`src/rtl/rd_undef_guard.sv`:
```
`timescale 1ns/1ps
module rd_undef_guard #(
  parameter int          DEPTH      = 6,
  parameter int          DW         = 16,
  parameter int          LAT        = 1,
  parameter int          NWR        = 2,
  parameter bit          EN_DIS     = 1'b1,
  parameter bit          EN_OOB     = 1'b1,
  parameter bit          EN_RWC     = 1'b1,
  parameter bit          RD_EN_TIED = 1'b0,
  parameter logic [31:0] SEED       = 32'h1D87_2B41,
  localparam int         AW         = (DEPTH > 1) ? $clog2(DEPTH) : 1
) (
  input  logic              clk,
  input  logic              rst_n,
  input  logic              rd_en,
  input  logic [AW-1:0]     rd_addr,
  input  logic [DW-1:0]     rd_raw,
  input  logic [NWR-1:0]    wr_en,
  input  logic [NWR-1:0]    wr_mask,
  input  logic [NWR*AW-1:0] wr_addr,
  output logic [DW-1:0]     rd_data
);

  localparam bit          NON_POW2 = (DEPTH & (DEPTH - 1)) != 0;
  localparam logic [31:0] SEED_NZ  = (SEED == 32'd0) ? 32'd1 : SEED;

  logic           rd_on, dis_hit, oob_hit, rwc_hit, flag_now, sel;
  logic [NWR-1:0] col;
  logic [31:0]    lfsr;
  logic [DW-1:0]  rnd;

  assign rd_on   = RD_EN_TIED ? 1'b1 : rd_en;
  assign dis_hit = EN_DIS && !RD_EN_TIED && !rd_en;

  generate
    if (EN_OOB && NON_POW2) begin : g_oob
      assign oob_hit = rd_on && (rd_addr > AW'(DEPTH - 1));
    end else begin : g_no_oob
      assign oob_hit = 1'b0;
    end
  endgenerate

  for (genvar i = 0; i < NWR; i++) begin : g_col
    assign col[i] = wr_en[i] && wr_mask[i] && (wr_addr[i*AW +: AW] == rd_addr);
  end
  assign rwc_hit  = EN_RWC && rd_on && (|col);
  assign flag_now = dis_hit || oob_hit || rwc_hit;

  generate
    if (LAT == 0) begin : g_comb
      assign sel = flag_now;
    end else begin : g_pipe
      logic [LAT-1:0] pipe_q;
      always_ff @(posedge clk or negedge rst_n) begin
        if (!rst_n) pipe_q <= '0;
        else begin
          pipe_q[0] <= flag_now;
          for (int k = 1; k < LAT; k++) pipe_q[k] <= pipe_q[k-1];
        end
      end
      assign sel = pipe_q[LAT-1];

      a_r5_stage0: assert property (@(posedge clk) disable iff (!rst_n)
        1'b1 |=> pipe_q[0] == $past(flag_now));
      for (genvar s = 1; s < LAT; s++) begin : g_stage_chk
        a_r5_stage_shift: assert property (@(posedge clk) disable iff (!rst_n)
          1'b1 |=> pipe_q[s] == $past(pipe_q[s-1]));
      end
      if (EN_DIS && !RD_EN_TIED) begin : g_dis_chk
        a_r2_disabled_flag: assert property (@(posedge clk) disable iff (!rst_n)
          !rd_en |=> pipe_q[0]);
      end
      if (EN_RWC) begin : g_rwc_chk
        a_r4_collision_flag: assert property (@(posedge clk) disable iff (!rst_n)
          (rd_on && (|(wr_en & wr_mask)) && (col != '0)) |=> pipe_q[0]);
      end
    end
  endgenerate

  always_ff @(posedge clk or negedge rst_n) begin
    if (!rst_n)   lfsr <= SEED_NZ;
    else if (sel) lfsr <= {lfsr[30:0], lfsr[31] ^ lfsr[21] ^ lfsr[1] ^ lfsr[0]};
  end

  for (genvar j = 0; j < DW; j++) begin : g_rnd
    assign rnd[j] = lfsr[j % 32];
  end

  assign rd_data = sel ? rnd : rd_raw;

  a_r7_lfsr_holds: assert property (@(posedge clk) disable iff (!rst_n)
    !sel |=> $stable(lfsr));
  a_r7_lfsr_nonzero: assert property (@(posedge clk) disable iff (!rst_n)
    lfsr != 32'd0);
  a_r8_no_class_no_flag: assert property (@(posedge clk) disable iff (!rst_n)
    (!EN_DIS && !EN_OOB && !EN_RWC) |-> rd_data == rd_raw);

endmodule

```
`config.mk`:
```
export PLATFORM = sky130hd
export DESIGN_NAME = rd_undef_guard
export DESIGN_NICKNAME = d
export VERILOG_FILES = /design/src/rtl/rd_undef_guard.sv
export SDC_FILE = /design/constraint.sdc
export NUM_CORES = 1
export LEC_CHECK = 0
export CORE_ASPECT_RATIO = 1.25
export CORE_UTILIZATION = 41
export CTS_CLUSTER_SIZE = 40
export DETAILED_ROUTE_END_ITERATION = 7
export DONT_BUFFER_PORTS = 1
export SLEW_MARGIN = 15
export SYNTH_ARGS = -nofsm -noshare
export SYNTH_HDL_FRONTEND = slang
export SYNTH_SLANG_ARGS = --single-unit
```
`constraint.sdc`:
```
create_clock -name clk -period 2.5 [get_ports clk]
set_input_delay 0.5 -clock clk [delete_from_list [all_inputs] [get_ports clk]]
set_output_delay 0.5 -clock clk [all_outputs]
set_load 0.01 [all_outputs]
```
==> results.yml <==
run_status:
  outcome: "completed"
power_and_ir_drop:
  ir_drop_mv: 0.398
  power.leakage_nw: 0.758
  power_density_nw_per_um2: 597
flow_run:
  drv_cap: 0
worst_setup_path:
  cp.required_ns: 2.00
  timing.rr.start: "g_pipe.pipe_q$_DFF_PN0_"
  timing.rr.end: "lfsr[19]$_DFFE_PN0P_"
  arrival_ns: 1.44
  critical-path-max-stage-delay_ns: 0.77
  crit_slowest_cell: "dfrtp_2"
  worstPathMaxFanout: 48
  end_kind: "output pin"
  reg2reg_slack_ns: 0.91
  path_cells: "nand2_1 -> o21ai_0"
  crit_type: "flop to output pin"
  ff2ff_path_depth: 2
  startpoint_type: "flop"
logic_synthesis:
  synthAdderAreaFrac_pct: 0
  syn_nets: 185
  synth_top_area_share_pct: 31.5
  synthTopCellsByCount: "34 x inv_1, 32 x o21ai_0, 19 x dfrtp_1"
  synth_most_common_cell: "inv_1"
  synth_top_family_by_area: "compound AO/OA/AOI/OAI gates"
  synth-compound-area-share_pct: 12.4
  muxShareOfSynthArea_pct: 11.8
  synth_simple_gate_area_share_pct: 6.04
  ys_top_cells_by_area: "dfrtp_1 31%, dfstp_2 24%, mux2_2 11%"
  seq_area_frac_synth_pct: 55.8
  async_flop_share_pct: 100
  avgSynthCellArea_um2: 9.88
  ys_types: 18
  synth-xor-area-share_pct: 3.48
  yosysWarnings: 0
  synth_seq_cells: 33
  ys_dominant_reg_cell: "dfrtp_1"
  synth_area_um2: 1510
  syn-instance-count: 153
  yosysTopAreaCell: "dfrtp_1"
  synth_edf_count: 0
clock_network:
  clockBufferDepth: 2
  path_clk_slew_ns: 0.07
  cts_buffers: 5
  post_cts.repair.setup_buffers: 0
  clock_latency_ns: 0.28
  cts_tree: "built"
  ctsResizeCount: 0
  cts_num_sinks: 33
  hold_buffers: 1
  cts-root-buf: "clkbuf_8"
  htreeDepth: 2
route:
  antenna_left: 0
  wirelength_um: 2540
  num_vias: 988
  first_iter_violations: 43
  drc_errors: 0
  via_per_inst: 5.09
  drtPass1Iterations: 4
  drt-wirelength-per-cell_um: 13.1
timing:
  period_needed_ns: 1.94
  setup_viol: 0
  hold_violations: 0
  rsz0062_at_grt: "false"
  tightestPinTransition_ns: 0.897
  skew_ns: 0.0103
  timing.setup.tns_ns: 0
  setup_slack_ns: 0.564
  final.period_utilization_pct: 77.4
  max_slew_margin_pct: 40.0
  fmax_ghz: 0.517
  maxSlewViolCount: 0
  worst_hold_slack_ns: 0.0547
global_route:
  grt.total_usage_pct: 15.1
  grt_max_degree: 49
  grt_pass1_vias: 969
  antenna_found_initial: 0
  grt_pass1_wl_um: 4390
  overflow: 0
placement:
  routabilityCongestion: 0.710
  dp_hpwl_um: 1740
  placed_area_um2: 1540
  port_buffers: 0
  place_ws_ns: 0.840
min_path:
  hp-class: "input pin to async pin"
floorplanning:
  rows: 24
  io_pins: 48
  initial_core_util_pct: 43.0
  core_area_um2: 3510
  dieArea_um2: 3930
  die_w_um: 56.3
  die_h_um: 69.9
layout:
  area_delta_synth_final_pct: 7.62
  drive_gt1_share_pct: 23.9
  design_area_um2: 1630
  antenna_cells: 0
  fin_nets: 187
  fillers: 339
## logic make-up (layout without fill, tap and decap cells)
| kind of cell | Yosys count | after routing |
|---|---|---|
| mux | 16 | 16 |
| flops | 33 | 33 |
| xor+xnor | 6 | 6 |
| buf+inv | 41 | 43 |
| compound gates | 36 | 36 |
| simple gates | 21 | 21 |
## cells in the final DEF, fill, tap and decap left out, types with 2 or more instances in the layout
cell | Yosys | final
a21oi_1 | 2 | 2
nand2b_1 | 2 | 2
dfrtp_1 | 19 | 18
dfstp_2 | 14 | 14
mux2_2 | 15 | 15
o21ai_0 | 32 | 32
clkbuf_8 | 0 | 5
nand2_1 | 17 | 17
inv_1 | 34 | 34
xor2_1 | 5 | 5
## how the worst max path moves through the flow
stage / from / endpoint / cells after the start / slack (ns)
after global placement: g_pipe.pipe_q$_DFF_PN0_ / rd_data[1] / 2 / 0.90
after floorplan: g_pipe.pipe_q$_DFF_PN0_ / rd_data[10] / 3 / 1.02
after global routing: g_pipe.pipe_q$_DFF_PN0_ / rd_data[1] / 2 / 0.38
final: g_pipe.pipe_q$_DFF_PN0_ / rd_data[1] / 2 / 0.56
after detailed placement: g_pipe.pipe_q$_DFF_PN0_ / rd_data[1] / 2 / 0.84
after CTS: g_pipe.pipe_q$_DFF_PN0_ / rd_data[1] / 2 / 0.53
## state kept, by name, summed over array words and instances (netlist names)
name and flops:
lfsr 32, g_pipe.pipe_q 1
## critical path: cells and delay by family, from the launching register on
kind,cells,cell delay (ns)
compound gates,1,0.20
flops,1,0.77
simple gates,1,0.19
## power by group
part | total (W) | switching [W] | internal [W]
logic | 0.0000560 | 0.0000344 | 0.0000216
clock network | 0.000364 | 0.000175 | 0.000189
registers | 0.000551 | 0.0000146 | 0.000537
## per-layer routing
layer | track usage, % | up-vias | share of wire (%)
met5 | 0 | - | 0
met4 | 8.13 | 0 | 2.0
met2 | 24.9 | 30 | 51
li1 | - | 487 | -
met3 | 5.56 | 4 | 4.0
met1 | 16.7 | 467 | 43
## final cells by class
cell class / instances / area, um^2 / area share (%)
tap: 39 / 48.8 / 3.00
clock buffer: 6 / 72.6 / 4.46
inverter: 34 / 128 / 7.85
clock inverter: 1 / 5.00 / 0.308
timing repair buffer: 2 / 17.5 / 1.08
multi-input combinational: 79 / 510 / 31.4
sequential: 33 / 845 / 51.9
## metrics by stage
step	power (W)	std cells	util (%)
floorplan	0.000605	153	-
global placement	0.000609	186	43.8
detailed placement	0.000610	186	43.8
CTS	0.000992	194	46.3
global route	0.00102	194	46.3
finish	0.000971	194	46.3
(Power assumes the default switching activity.)
